[config.mk]
export PLATFORM = sky130hd
export DESIGN_NAME = col_byte_reader
export DESIGN_NICKNAME = d
export VERILOG_FILES = /design/src/rtl/cbr_pkg.sv /design/src/rtl/cbr_select_reg.sv /design/src/rtl/cbr_sense.sv /design/src/rtl/cbr_walk_ctrl.sv /design/src/rtl/col_byte_reader.sv
export SDC_FILE = /design/constraint.sdc
export NUM_CORES = 1
export LEC_CHECK = 0
export BUFFER_PORTS_ARGS = -buffer_cell sky130_fd_sc_hd__clkbuf_2
export CORE_UTILIZATION = 46
export CTS_CLUSTER_DIAMETER = 100
export CTS_CLUSTER_SIZE = 30
export DETAILED_ROUTE_END_ITERATION = 8
export PLACE_DENSITY = 0.85
export RECOVER_POWER = 50
export SYNTH_ARGS = -nofsm -noshare
export SYNTH_HDL_FRONTEND = slang
export SYNTH_SLANG_ARGS = --single-unit
[constraint.sdc]
create_clock -name clk -period 4.2 [get_ports clk]
set_clock_uncertainty 0.2 [all_clocks]
set_input_delay 0.63 -clock clk [delete_from_list [all_inputs] [get_ports clk]]
set_output_delay 0.63 -clock clk [all_outputs]
set_load 0.01 [all_outputs]
[src/rtl/cbr_pkg.sv]
package cbr_pkg;
  typedef enum logic [1:0] {
    W_IDLE   = 2'd0,
    W_SETTLE = 2'd1,
    W_TAKE   = 2'd2,
    W_CHECK  = 2'd3
  } walk_st_e;
endpackage

[src/rtl/cbr_select_reg.sv]
module cbr_select_reg #(
  parameter int ROWW = 3,
  parameter int COLW = 3,
  parameter int SELW = 8
) (
  input  logic            clk,
  input  logic            rst_n,
  input  logic            load_i,
  input  logic [COLW-1:0] col_i,
  input  logic            step_i,
  input  logic            wb_i,
  input  logic [SELW-1:0] wb_val_i,
  output logic [SELW-1:0] sel_o,
  output logic            row_zero_o
);
  localparam int IDXW = ROWW + COLW;

  function automatic logic [SELW-1:0] first_of_col(input logic [COLW-1:0] c);
    logic [SELW-1:0] r;
    r = '0;
    r[IDXW-1:ROWW] = c;
    return r;
  endfunction

  function automatic logic [SELW-1:0] step_sel(input logic [SELW-1:0] s);
    logic [SELW-1:0] r;
    r = s;
    r[IDXW-1:0] = s[IDXW-1:0] + IDXW'(1);
    return r;
  endfunction

  logic [SELW-1:0] sel_q;

  always_ff @(posedge clk) begin
    if (!rst_n)       sel_q <= '0;
    else if (wb_i)    sel_q <= wb_val_i;
    else if (load_i)  sel_q <= first_of_col(col_i);
    else if (step_i)  sel_q <= step_sel(sel_q);
  end

  assign sel_o      = sel_q;
  assign row_zero_o = (sel_q[ROWW-1:0] == '0);
endmodule

[src/rtl/cbr_sense.sv]
module cbr_sense #(
  parameter int NBITS = 64,
  parameter int IDXW  = 6
) (
  input  logic             clk,
  input  logic             rst_n,
  input  logic [NBITS-1:0] array_i,
  input  logic [IDXW-1:0]  idx_i,
  output logic             bit_o
);
  logic sense_q;

  always_ff @(posedge clk) begin
    if (!rst_n) sense_q <= 1'b0;
    else        sense_q <= array_i[idx_i];
  end

  assign bit_o = sense_q;
endmodule

[src/rtl/cbr_walk_ctrl.sv]
module cbr_walk_ctrl
  import cbr_pkg::*;
#(
  parameter int ROWS = 8,
  parameter int ROWW = 3
) (
  input  logic            clk,
  input  logic            rst_n,
  input  logic            start_i,
  input  logic            wb_req_i,
  input  logic [ROWW-1:0] row_i,
  input  logic            row_zero_i,
  input  logic            bit_i,
  output logic            load_o,
  output logic            step_o,
  output logic            wb_o,
  output logic            busy_o,
  output logic            done_o,
  output logic [ROWS-1:0] byte_o
);
  function automatic logic [ROWS-1:0] put_bit(input logic [ROWS-1:0] b,
                                              input logic [ROWW-1:0] pos,
                                              input logic            v);
    logic [ROWS-1:0] r;
    r = b;
    r[pos] = v;
    return r;
  endfunction

  walk_st_e        st_q;
  logic            wb_keep_q;
  logic            done_q;
  logic [ROWS-1:0] byte_q;
  logic            finish_evt;

  assign load_o     = (st_q == W_IDLE) && start_i;
  assign step_o     = (st_q == W_TAKE);
  assign finish_evt = (st_q == W_CHECK) && row_zero_i;
  assign wb_o       = finish_evt && wb_keep_q;

  always_ff @(posedge clk) begin
    if (!rst_n) begin
      st_q      <= W_IDLE;
      wb_keep_q <= 1'b0;
      done_q    <= 1'b0;
      byte_q    <= '0;
    end else begin
      done_q <= finish_evt;
      unique case (st_q)
        W_IDLE: if (start_i) begin
          byte_q    <= '0;
          wb_keep_q <= wb_req_i;
          st_q      <= W_SETTLE;
        end
        W_SETTLE: st_q <= W_TAKE;
        W_TAKE: begin
          byte_q <= put_bit(byte_q, row_i, bit_i);
          st_q   <= W_CHECK;
        end
        W_CHECK: st_q <= row_zero_i ? W_IDLE : W_TAKE;
        default: st_q <= W_IDLE;
      endcase
    end
  end

  assign busy_o = (st_q != W_IDLE);
  assign done_o = done_q;
  assign byte_o = byte_q;
endmodule

[src/rtl/col_byte_reader.sv]
module col_byte_reader #(
  parameter int ROWS = 8,
  parameter int COLS = 8,
  parameter int SELW = 8
) (
  input  logic                         clk,
  input  logic                         rst_n,
  input  logic                         start_i,
  input  logic [$clog2(COLS)-1:0]      col_i,
  input  logic                         writeback_i,
  input  logic [ROWS*COLS-1:0]         array_i,
  output logic [SELW-1:0]              sel_o,
  output logic                         row_zero_o,
  output logic                         busy_o,
  output logic [ROWS-1:0]              byte_o,
  output logic                         done_o
);
  localparam int ROWW  = $clog2(ROWS);
  localparam int COLW  = $clog2(COLS);
  localparam int IDXW  = ROWW + COLW;
  localparam int NBITS = ROWS * COLS;

  function automatic logic [SELW-1:0] fit_sel(input logic [ROWS-1:0] b);
    return SELW'(b);
  endfunction

  logic load_evt, step_evt, wb_evt;
  logic sensed_bit;
  logic [SELW-1:0] sel_w;
  logic row_zero_w;
  logic [ROWS-1:0] byte_w;

  cbr_select_reg #(.ROWW(ROWW), .COLW(COLW), .SELW(SELW)) u_sel (
    .clk        (clk),
    .rst_n      (rst_n),
    .load_i     (load_evt),
    .col_i      (col_i),
    .step_i     (step_evt),
    .wb_i       (wb_evt),
    .wb_val_i   (fit_sel(byte_w)),
    .sel_o      (sel_w),
    .row_zero_o (row_zero_w)
  );

  cbr_sense #(.NBITS(NBITS), .IDXW(IDXW)) u_sense (
    .clk     (clk),
    .rst_n   (rst_n),
    .array_i (array_i),
    .idx_i   (sel_w[IDXW-1:0]),
    .bit_o   (sensed_bit)
  );

  cbr_walk_ctrl #(.ROWS(ROWS), .ROWW(ROWW)) u_ctrl (
    .clk        (clk),
    .rst_n      (rst_n),
    .start_i    (start_i),
    .wb_req_i   (writeback_i),
    .row_i      (sel_w[ROWW-1:0]),
    .row_zero_i (row_zero_w),
    .bit_i      (sensed_bit),
    .load_o     (load_evt),
    .step_o     (step_evt),
    .wb_o       (wb_evt),
    .busy_o     (busy_o),
    .done_o     (done_o),
    .byte_o     (byte_w)
  );

  assign sel_o      = sel_w;
  assign row_zero_o = row_zero_w;
  assign byte_o     = byte_w;
endmodule

Word level (Yosys, flattened, before mapping)
Index checks and enable logic that the tools add are counted.
{"block": "totals", "reg_bits": 21, "latch_bits": 0, "ram_bits": 0, "mem_bits_ro": 0, "inputBits": 71, "out_inout_bits": 19, "mem_count": 0}
{"block": "classes", "add_sub_neg": 1, "n_mul": 0, "n_div": 0, "n_lt_le_gt_ge": 3, "n_eq_ne": 4, "n_shift": 0, "muxes": 13, "bitwise_logic": 0, "reduce_logical": 12}
{"cell": "8-bit two-way mux", "count": 3}
{"cell": "8-bit one-hot mux with 2 select lines", "count": 1}
{"cell": "8-bit bitwise mux", "count": 1}
{"cell": "2-bit one-hot mux with 4 select lines", "count": 1}
{"cell": "6-bit by 7-bit < comparator with 1-bit output, second input constant", "count": 1}
{"cell": "6-bit by 1-bit adder with 6-bit output, second input constant", "count": 1}
{"cell": "1-bit binary-select mux with 6-bit select", "count": 1}
{"cell": "6-bit two-way mux", "count": 1}
{"cell": "2-bit nonzero test", "count": 3}
{"cell": "2-bit == test, second input constant", "count": 2}
{"cell": "1-bit logical AND", "count": 4}
{"cell": "3-bit by 4-bit < comparator with 1-bit output, second input constant", "count": 1}
{"cell": "2-bit two-way mux", "count": 2}
{"cell": "2-bit AND reduction", "count": 2}
{"cell": "1-bit demux with 3-bit select", "count": 1}
{"cell": "3-bit by 1-bit >= comparator with 1-bit output, second input constant", "count": 1}
{"cell": "3-bit zero test", "count": 1}
{"cell": "3-bit nonzero test", "count": 1}
{"cell": "2-bit by 1-bit == test with 1-bit output, second input constant", "count": 1}
{"cell": "2-bit zero test", "count": 1}
{"cell": "1-bit two-way mux", "count": 2}
{"cell": "2-bit inequality test, second input constant", "count": 1}

Logic depth before layout (Yosys ltp)
Gate-level depths: netlist (run 1).
{"block": "depth", "word_depth": 6, "ltp_mapped": 9, "depth_no_buf": 7}

Hierarchy
From an unflattened synthesis (run 1), not the netlist that was laid out.
{"block": "hier_totals", "hier_cells": 165, "hier_area_um2": 1720.4}
{"module": "cbr_sense", "n_inst": 1, "cells_each": 44, "area_per_inst_um2": 634.4, "seq_area_each_um2": 20.0}
{"module": "cbr_walk_ctrl", "n_inst": 1, "cells_each": 58, "area_per_inst_um2": 566.8, "seq_area_each_um2": 240.2}
{"module": "cbr_select_reg", "n_inst": 1, "cells_each": 63, "area_per_inst_um2": 519.2, "seq_area_each_um2": 160.2}

Worst setup path before layout (run 1)
OpenSTA, ideal clock, no wires.
{"block": "synth_path", "kind": "register to register", "from": "register u_sel.sel_q[0] (netlist: u_sel.sel_o[0])", "to": "register u_sel.sel_q[2] (netlist: u_sel.sel_o[2])", "setup_ps": 128, "arrival_ps": 1808, "required_ps": 3872, "setup_slack_ps": 2065, "path_stages_with_launch": 9, "path_buffers": 2, "synth_period_minus_slack_ps": 2135, "cell_sequence": "dfxtp_1 buf_2 clkinv_1 ha_1 and4b_1 and2_1 buf_2 a222oi_1 nor2_1"}
{"block": "synth_between", "elab_chain_cells": 4, "word_cells_on_any_way": 8, "cone_classes": "add/sub (1); mux (3); reduce/logical (4)"}
{"element": "start: declaration", "line_no": "cbr_select_reg.sv:32", "text": "logic [SELW-1:0] sel_q;"}
{"element": "start signal: assignment", "line_no": "cbr_select_reg.sv:36", "text": "else if (wb_i) sel_q <= wb_val_i;"}
{"element": "start signal: assignment", "line_no": "cbr_select_reg.sv:37", "text": "else if (load_i) sel_q <= first_of_col(col_i);"}
{"element": "start signal: assignment", "line_no": "cbr_select_reg.sv:38", "text": "else if (step_i) sel_q <= step_sel(sel_q);"}
{"element": "6-bit by 1-bit adder with 6-bit output or 3-bit zero test (tied branches)", "line_no": "cbr_select_reg.sv:28, cbr_select_reg.sv:42"}
{"element": "6-bit two-way mux or 1-bit logical AND (tied branches)", "line_no": "cbr_select_reg.sv:38, cbr_walk_ctrl.sv:38"}
{"element": "8-bit two-way mux or 1-bit logical AND (tied branches)", "line_no": "cbr_select_reg.sv:37, cbr_walk_ctrl.sv:39"}
{"element": "8-bit two-way mux or 3-bit nonzero test (tied branches)"}
Several ways; a longest one is shown, not always the timed one. The select of a mux whose other input is x is not followed.
A chain may end at the register's enable or synchronous reset.

Worst setup path in the final report (run 1)
{"block": "layout_path", "from": "register u_sel.sel_q[0] (netlist: u_sel.sel_o[0])", "to": "output row_zero_o"}
{"block": "layout_between", "elab_chain_cells": 1}
{"element": "3-bit zero test", "line_no": "cbr_select_reg.sv:42", "text": "assign row_zero_o = (sel_q[ROWW-1:0] == '0);"}
{"element": "end: declaration", "line_no": "col_byte_reader.sv:13", "text": "output logic row_zero_o,"}
No other way between the ends.

==> impl_metrics.tcl, run 1 <==
set metrics [dict create \
    ant_nets 0 \
    cp_max_fo 30 \
    fin_crit_ns 3.116 \
    dr_total_vias 1894 \
    timing.hold.ws_ns 0.2836 \
    dp_hpwl_mm 3.758 \
    final.setup.tns_ns 0 \
    finalCritPeriodShare 0.7419 \
    drc 0 \
    report.final.slew_viol_count 0 \
    reg2reg_depth 7 \
    rows 21 \
    avgSynthCellArea_um2 8.263 \
    hold_viol_final 0 \
    grt_pass1_wl_mm 7.548 \
    clockRootBuffer "clkbuf_4" \
    cts_setup_buffers 0 \
    p_comb_frac 0.260 \
    cts_resized 0 \
    syn_nets 270 \
    grt_overflow 0 \
    p_clk_frac 0.225 \
    cp_num_buf_inv 2 \
    cts_buffer_depth 2 \
    crit_start "u_sel.sel_o[0]" \
    wl_per_cell_um 15.43 \
    synthTopCellsByCount "21 x dfxtp_1, 18 x nand3_1, 15 x nor2_1, 13 x a21oi_1, 13 x nand2_1" \
    yosys.cell_types.count 49 \
    report.final.setup_viol 0 \
    hold_depth 2 \
    cts_buffers 3 \
    power_density_nw_per_um2 213.2 \
    routed_wl_mm 4.953 \
    final_cell_area_um2 2063 \
    synthToLayoutAreaGrowth_pct 26.75 \
    post_drt_via_cell_ratio 5.900 \
    synthTopCellsByArea "dfxtp_1 26%, mux4_1 6.5%, nand3_1 5.5%" \
    power_switching_share 0.3150 \
    drive_above_1_share 0.3164 \
    initialDrtViolationCount 139 \
    initial_utilization 0.4840 \
    diodes 0 \
    netlist_area_um2 1628 \
    grt_usage 0.2678 \
    crit_type "flop to primary output" \
    crit_end "row_zero_o" \
    core-area_um2 3363 \
    reg2reg_from "u_sel.sel_o[0]" \
    yosys.area.top_type "dfxtp_1" \
    ys_seq_elements 21 \
    status "finished clean" \
    post-synth-top-area-fraction 0.2583 \
    synth_flop_cell "dfxtp_1" \
    numPortBuffers 89 \
    grt_max_degree 31 \
    die_x_um 61.49 \
    rsz0062_at_grt "false" \
    crit_path_end_kind "primary output" \
    p_seq_frac 0.515 \
    drt_pass1_iterations 5 \
    nFillCells 337 \
    crit_path_top_delay_cell "dfxtp_1" \
    synth-edff-count 0 \
    slew_headroom 0.4232 \
    cts_hold_buf 0 \
    slowest_delay_ns 0.91 \
    max_freq_mhz 320.9 \
    finalCoreUtilization 0.6135 \
    gp_congestion 0.9085 \
    tightest_slew_ns 0.8640 \
    die-area_um2 3780 \
    total_leakage_power_nw 0.8251 \
    cpLargestDelayFamily "flip-flops" \
    worstSetupPathDepth 4 \
    die_h_um 61.49 \
    switchingPower_w 0.0001385 \
    hold_class "flop to flop" \
    cts_tree "yes" \
    r2r_slack_ns 1.17 \
    cts-htree-levels 1 \
    required_ns 3.37 \
    internal-power_w 0.0003013 \
    cp_cell_sequence "clkinv_1 -> ha_1 -> nor2b_1 -> clkbuf_2" \
    clk_pin_slew_ns 0.12 \
    yosysSeqAreaShare 0.2583 \
    worstSkewPairLatency_ns 0.31 \
    crit_path_start_kind "flop" \
    clkSinkCount 21 \
    netlist_instances 197 \
    first_global_vias 1624 \
    io_pins 90 \
    antenna_found_initial 0 \
    placedInstanceArea_um2 2059 \
    irDropWorstVdd_mv 0.1887 \
    critical_path_arrival_ns 2.29 \
    yosysMostFrequentCell "dfxtp_1" \
    drv_cap 0 \
    synthArstFlopShare 0 \
    reg2reg_to "u_sel.sel_o[3]" \
    nets 349 \
    yosys_warnings 0 \
]
==> flip-flops by register name (all words and copies together), names as in the netlist <==
signal / flops
u_ctrl.byte_o: 8
u_ctrl.st_q: 2
u_ctrl.wb_keep_q: 1
u_ctrl.done_o: 1
u_sense.bit_o: 1
u_sel.sel_o: 8
==> worst reg2reg max path, stage by stage (launching register included) <==
cell,delay [ns]
dfxtp_1,0.91
clkinv_1,0.46
ha_1,0.34
and4b_1,0.22
and2_1,0.28
nor2_1,0.28
a22oi_1,0.11
a21oi_1,0.17
==> stage by stage <==
step,instances,total power (W),setup slack [ns]
floorplan,197,0.0002924,2.065
global placement,317,0.0003416,1.379
detailed placement,317,0.0003444,1.276
CTS,321,0.0004390,1.124
global route,321,0.0004613,0.9019
finish,321,0.0004398,1.084
==> layout make-up <==
type | count | area (um^2) | area share
multi-input cells | 153 | 1099 | 0.5324
clock inverters | 1 | 5.005 | 0.002426
clock buffers | 3 | 22.52 | 0.01092
well taps | 46 | 57.56 | 0.02790
flip-flops and latches | 21 | 420.4 | 0.2038
repair buffers | 91 | 436.7 | 0.2116
inverters | 6 | 22.52 | 0.01092
==> per-layer routing <==
metal / track usage / vias up / wire length, um
met5: 0 / - / 0
met4: 0.05079 / 0 / 82
met3: 0.04202 / 10 / 387
met2: 0.4470 / 94 / 2417
met1: 0.3681 / 881 / 2065
li1: - / 909 / -
==> worst min path at each step <==
stage	start	end	slack, ns
6_report	u_sel.sel_o[7]	u_sel.sel_o[7]	0.28
5_1_grt	u_sel.sel_o[7]	u_sel.sel_o[7]	0.30
4_1_cts	u_sel.sel_o[7]	u_sel.sel_o[7]	0.28
3_5_place_dp	u_sel.sel_o[7]	u_sel.sel_o[7]	0.26
3_3_place_gp	u_sel.sel_o[7]	u_sel.sel_o[7]	0.26
2_1_floorplan	u_ctrl.wb_keep_q	u_ctrl.wb_keep_q	0.24
==> cells by family after synthesis <==
kind of cell / Yosys count / share of synthesized area
AND/OR/NAND/NOR: 77 / 0.2437
AO/OA/AOI/OAI: 53 / 0.2306
buffers and inverters: 23 / 0.06687
flip-flops: 21 / 0.2583
multiplexers: 18 / 0.1691
XOR/XNOR: 3 / 0.01614
adder cells (fa/ha/maj): 2 / 0.01537
==> power groups by stage <==
stage,registers [W],logic (W),clock network (W)
after floorplan,0.000219,0.0000739,0
after global placement,0.000230,0.000112,0
after detailed placement,0.000230,0.000114,0
after CTS,0.000226,0.000115,0.0000984
after global routing,0.000229,0.000126,0.000107
final,0.000227,0.000114,0.0000988
==> placed cells by master, fill, tap and decap left out, drive strengths merged, types with 5 or more instances in the layout <==
cell type	n
a21oi	13
a221oi	6
clkbuf	93
dfxtp	21
mux2i	8
mux4	6
nand2	13
nand3	18
nor2	15
nor3	5
o211ai	5
o21ai	9
No activity file was read; power rests on OpenSTA's default activity.
==> run 2: changes to the inputs <==
--- a/config.mk
+++ b/config.mk
@@ -6,11 +6,11 @@
 export NUM_CORES = 1
 export LEC_CHECK = 0
 export BUFFER_PORTS_ARGS = -buffer_cell sky130_fd_sc_hd__clkbuf_2
-export CORE_UTILIZATION = 46
+export CORE_UTILIZATION = 40
 export CTS_CLUSTER_DIAMETER = 100
 export CTS_CLUSTER_SIZE = 30
 export DETAILED_ROUTE_END_ITERATION = 8
-export PLACE_DENSITY = 0.85
+export PLACE_DENSITY = 0.79
 export RECOVER_POWER = 50
 export SYNTH_ARGS = -nofsm -noshare
 export SYNTH_HDL_FRONTEND = slang
==> constraint.sdc (replaced) <==
create_clock -name clk -period 2.5 [get_ports clk]
set_clock_uncertainty 0.2 [all_clocks]
set_input_delay 0.375 -clock clk [delete_from_list [all_inputs] [get_ports clk]]
set_output_delay 0.375 -clock clk [all_outputs]
set_load 0.01 [all_outputs]
==> run 2 against run 1 <==
Net effect:
- core utilization shrank 4.4 points
- first-iteration DRC count is 8.6% lower
- via count grew 0.84%
- global-route usage fell by 2.7 points
- power grew 82%
- die area rose by 14%
- largest power group unchanged
- highest routed layer unchanged
==> impl_metrics.tcl, run 2 (synthesis results as in run 1) <==
set metrics [dict create \
    die_h_um 65.79 \
    crit_path_start_kind "flop" \
    power_density_nw_per_um2 374.0 \
    grt_usage 0.2408 \
    initial_utilization 0.4317 \
    grt_use_met2 0.3992 \
    placedInstanceArea_um2 2122 \
    final_cell_area_um2 2146 \
    cts_buffer_depth 2 \
    slowest_delay_ns 0.51 \
    cts-htree-levels 1 \
    drive_above_1_share 0.3392 \
    nFillCells 371 \
    cts_setup_buffers 0 \
    routed_wl_mm 4.920 \
    nets 357 \
    wl_per_cell_um 14.86 \
    final_common_cell "clkbuf_2" \
    hold_viol_final 0 \
    required_ns 2.43 \
    met1_usage 0.3270 \
    drv_cap 0 \
    gp_congestion 0.8961 \
    mostFrequentLayoutCells "75 x clkbuf_2, 21 x dfxtp_1, 18 x nand3_1" \
    reg2reg_depth 6 \
    cp_max_fo 14 \
    report.final.slew_viol_count 0 \
    grtUsageMet3 0.04310 \
    synthToLayoutAreaGrowth_pct 31.82 \
    drc 0 \
    critical_path_arrival_ns 2.12 \
    crit_path_end_kind "flop" \
    io_pins 90 \
    clkSinkCount 21 \
    rows 22 \
    irDropWorstVdd_mv 0.2453 \
    reg2reg_from "u_sel.sel_o[1]" \
    hold_class "input pin to flop" \
    initialDrtViolationCount 127 \
    finalCritPeriodShare 0.8734 \
    ant_nets 0 \
    clockRootBuffer "clkbuf_8" \
    status "finished clean" \
    die-area_um2 4328 \
    busiest_layer "met2" \
    cts_hold_buf 0 \
    cp_cell_sequence "buf_4 -> mux4_2 -> nor3_1 -> nor3_1 -> a21boi_0 -> a221oi_2" \
    drt_pass1_iterations 5 \
    final.setup.tns_ns 0 \
    rsz0062_at_grt "false" \
    r2r_slack_ns 0.32 \
    crit_type "flop to flop" \
    cts_tree "yes" \
    die_x_um 65.79 \
    grt_pass1_wl_mm 8.128 \
    dp_hpwl_mm 3.908 \
    cts_buffers 3 \
    post_drt_via_cell_ratio 5.770 \
    cts_resized 0 \
    crit_path_frequent_cell "nor3_1" \
    worstSkewPairLatency_ns 0.26 \
    first_global_vias 1723 \
    clk_pin_slew_ns 0.07 \
    grt_overflow 0 \
    grt_max_degree 30 \
    worstHoldEndpoint "u_ctrl.wb_keep_q" \
    crit_path_top_delay_cell "mux4_2" \
    numPortBuffers 89 \
    hold_depth 3 \
    report.final.setup_viol 0 \
    worstHoldStart "writeback_i" \
    max_freq_mhz 458.0 \
    tightest_slew_ns 0.5637 \
    core-area_um2 3771 \
    slew_headroom 0.6219 \
    antenna_found_initial 0 \
    reg2reg_to "u_sense.bit_o" \
    dr_total_vias 1910 \
    fin_crit_ns 2.184 \
    total_leakage_power_nw 0.8768 \
    diodes 0 \
]
## run 2: cell count changes in the layout (fill, tap and decap cells not counted)
| cell | before | now |
|---|---|---|
| and2_1 | 2 | 1 |
| buf_4 | 1 | 9 |
| clkbuf_2 | 73 | 75 |
| and2_0 | 0 | 1 |
| clkinv_2 | 1 | 0 |
| clkbuf_8 | 0 | 3 |
| clkbuf_1 | 17 | 16 |
| clkbuf_4 | 3 | 0 |
## run 2: through the flow
stage | utilization | hold slack [ns] | setup WS (ns) | instances | power [W]
after floorplan | - | 0.2450 | 0.3647 | 197 | 0.0004913
after global placement | 0.5627 | 0.2597 | 0.3352 | 327 | 0.0005859
after detailed placement | 0.5627 | 0.2612 | 0.3333 | 327 | 0.0005898
after CTS | 0.5747 | 0.1525 | 0.3106 | 331 | 0.0008072
after global routing | 0.5690 | 0.1605 | 0.1525 | 331 | 0.0008459
final | 0.5690 | 0.1534 | 0.3164 | 331 | 0.0008026
## run 2: worst max-delay path by stage
stage / startpoint / to / slack (ns) / cells after the start
finish: u_sel.sel_o[1] / u_sense.bit_o / 0.32 / 6
detailed placement: u_sel.sel_o[1] / u_sense.bit_o / 0.33 / 6
CTS: u_sel.sel_o[1] / u_sense.bit_o / 0.31 / 6
global route: u_sel.sel_o[1] / u_sel.sel_o[3] / 0.15 / 7
global placement: u_sel.sel_o[1] / u_sense.bit_o / 0.34 / 6
floorplan: u_sel.sel_o[0] / u_sel.sel_o[2] / 0.36 / 8
## run 2: routing by layer
layer / share of wire / routed length, um
met4: 0.0043 / 21
met5: 0 / 0
met3: 0.078 / 383
met1: 0.42 / 2084
met2: 0.49 / 2431
## run 2: final cells by class
cell class | instances | area, um^2 | share of cell area
sequential | 21 | 420.4 | 0.1959
inverter | 6 | 22.52 | 0.01050
timing repair buffer | 99 | 499.2 | 0.2327
tap | 48 | 60.06 | 0.02799
multi-input combinational | 153 | 1099 | 0.5120
clock buffer | 4 | 45.04 | 0.02099
## run 2: power by group
part           total, W  internal, W  switching (W)
registers      0.000372     0.000347      0.0000251
clock network  0.000221     0.000114       0.000107
logic          0.000209     0.000105       0.000104
## run 2: critical path, delay by kind of cell, from the launching register on
family	cells	cell delay, ns
mux	1	0.51
flops	1	0.48
compound gates	2	0.35
simple gates	2	0.27
buf+inv	1	0.26
==> run 3: changes to the inputs <==
--- a/config.mk
+++ b/config.mk
@@ -6,6 +6,7 @@
 export NUM_CORES = 1
 export LEC_CHECK = 0
 export BUFFER_PORTS_ARGS = -buffer_cell sky130_fd_sc_hd__clkbuf_2
+export CORE_MARGIN = 2
 export CORE_UTILIZATION = 40
 export CTS_CLUSTER_DIAMETER = 100
 export CTS_CLUSTER_SIZE = 30
==> run 3 against run 2 <==
Net effect:
- critical path depth unchanged
- cell count unchanged
- largest cell class unchanged
- flip-flop and latch count unchanged
- non-clock buffer count down 2
- first-iteration DRC count down 7.9%
- global-route usage down 2.5 points
- power up 0.63%
- sequential share of layout area up 0.10 points
- hold slack worse by 0.0071 ns
- core utilization down 3.2 points
==> impl_metrics.tcl, run 3 (synthesis results as in run 1) <==
set metrics [dict create \
    cts-htree-levels 1 \
    die_h_um 67.79 \
    critical_path_arrival_ns 2.18 \
    core-area_um2 3971 \
    final_common_cell "clkbuf_2" \
    die_x_um 67.79 \
    drc 0 \
    post_drt_via_cell_ratio 5.692 \
    worstSkewPairLatency_ns 0.26 \
    grt_pass1_wl_mm 7.693 \
    report.final.slew_viol_count 0 \
    initialDrtViolationCount 117 \
    synthToLayoutAreaGrowth_pct 31.13 \
    io_pins 90 \
    rsz0062_at_grt "false" \
    irDropWorstVdd_mv 0.1823 \
    cp_max_fo 11 \
    clkSinkCount 21 \
    drv_cap 0 \
    tightest_slew_ns 0.5386 \
    numPortBuffers 89 \
    timing.final.ws_setup_ns 0.2604 \
    grt_max_degree 30 \
    gp_congestion 0.8480 \
    cts_buffer_depth 2 \
    finalCoreUtilization 0.5375 \
    fin_crit_ns 2.240 \
    cts_resized 0 \
    dr_total_vias 1884 \
    die-area_um2 4595 \
    cts_hold_buf 0 \
    dp_hpwl_mm 3.767 \
    wl_per_cell_um 14.77 \
    crit_path_start_kind "flop" \
    cts_tree "yes" \
    required_ns 2.44 \
    grt_overflow 0 \
    power_density_nw_per_um2 378.4 \
    final_cell_area_um2 2135 \
    hold_class "input pin to flop" \
    total_leakage_power_nw 0.8679 \
    dp_slack_ns 0.2863 \
    cts_buffers 3 \
    crit_path_end_kind "flop" \
    drive_above_1_share 0.3381 \
    finalCritPeriodShare 0.8958 \
    initial_utilization 0.4099 \
    nets 355 \
    status "finished clean" \
    clk_pin_slew_ns 0.08 \
    ant_nets 0 \
    mostFrequentLayoutCells "75 x clkbuf_2, 21 x dfxtp_1, 18 x nand3_1" \
    timing.hold.ws_ns 0.1463 \
    final.setup.tns_ns 0 \
    rows 23 \
    routed_wl_mm 4.888 \
    diodes 0 \
    grt_usage 0.2156 \
    max_freq_mhz 446.5 \
    antenna_found_initial 0 \
    drt_pass1_iterations 4 \
    placedInstanceArea_um2 2110 \
    clockRootBuffer "clkbuf_8" \
    first_global_vias 1728 \
    cts_setup_buffers 0 \
    slew_headroom 0.6387 \
    report.final.setup_viol 0 \
    hold_viol_final 0 \
    crit_type "flop to flop" \
]
[run 3: final cells by class]
class / instances / area [um^2]
Inverter: 6 / 22.52
Timing Repair Buffer: 97 / 484.2
Clock buffer: 3 / 41.29
Sequential cell: 21 / 420.4
Multi-Input combinational cell: 153 / 1099
Clock inverter: 1 / 5.005
Tap cell: 50 / 62.56
Fill cell: 377 / 1837
[run 3: path summary, 6_finish.rpt]
kind | from | endpoint | slack [ns] | cells after the start
max | u_sel.sel_o[2] | u_sense.bit_o | 0.26 | 6
min reg2reg | u_sel.sel_o[7] | u_sel.sel_o[7] | 0.28 | 2
max reg2reg | u_sel.sel_o[2] | u_sense.bit_o | 0.26 | 6
min | writeback_i | u_ctrl.wb_keep_q | 0.15 | 3
[run 3: worst max-delay path, stage by stage (launching register included)]
cell	delay, ns
dfxtp_1	0.40
clkbuf_1	0.40
mux4_1	0.35
or2_0	0.22
a221oi_1	0.29
a311o_1	0.19
a221oi_2	0.06
[run 3: layer usage]
layer,track usage,share of wire,up-vias
li1,-,-,917
met1,0.2741,0.41,885
met2,0.3873,0.50,74
met3,0.02167,0.072,8
met4,0.05500,0.0090,0
met5,0,0,-
[run 3: stage by stage]
stage / total power (W) / instances
3_5_place_dp: 0.0005847 / 327
6_report: 0.0008076 / 331
4_1_cts: 0.0007999 / 331
2_1_floorplan: 0.0004913 / 197
5_1_grt: 0.0008411 / 331
3_3_place_gp: 0.0005824 / 327
[run 3: where the power goes]
group          internal, W  switching (W)  total, W
registers         0.000347      0.0000258  0.000373
logic             0.000104       0.000101  0.000205
clock network     0.000111       0.000118  0.000229
total             0.000562       0.000245  0.000808
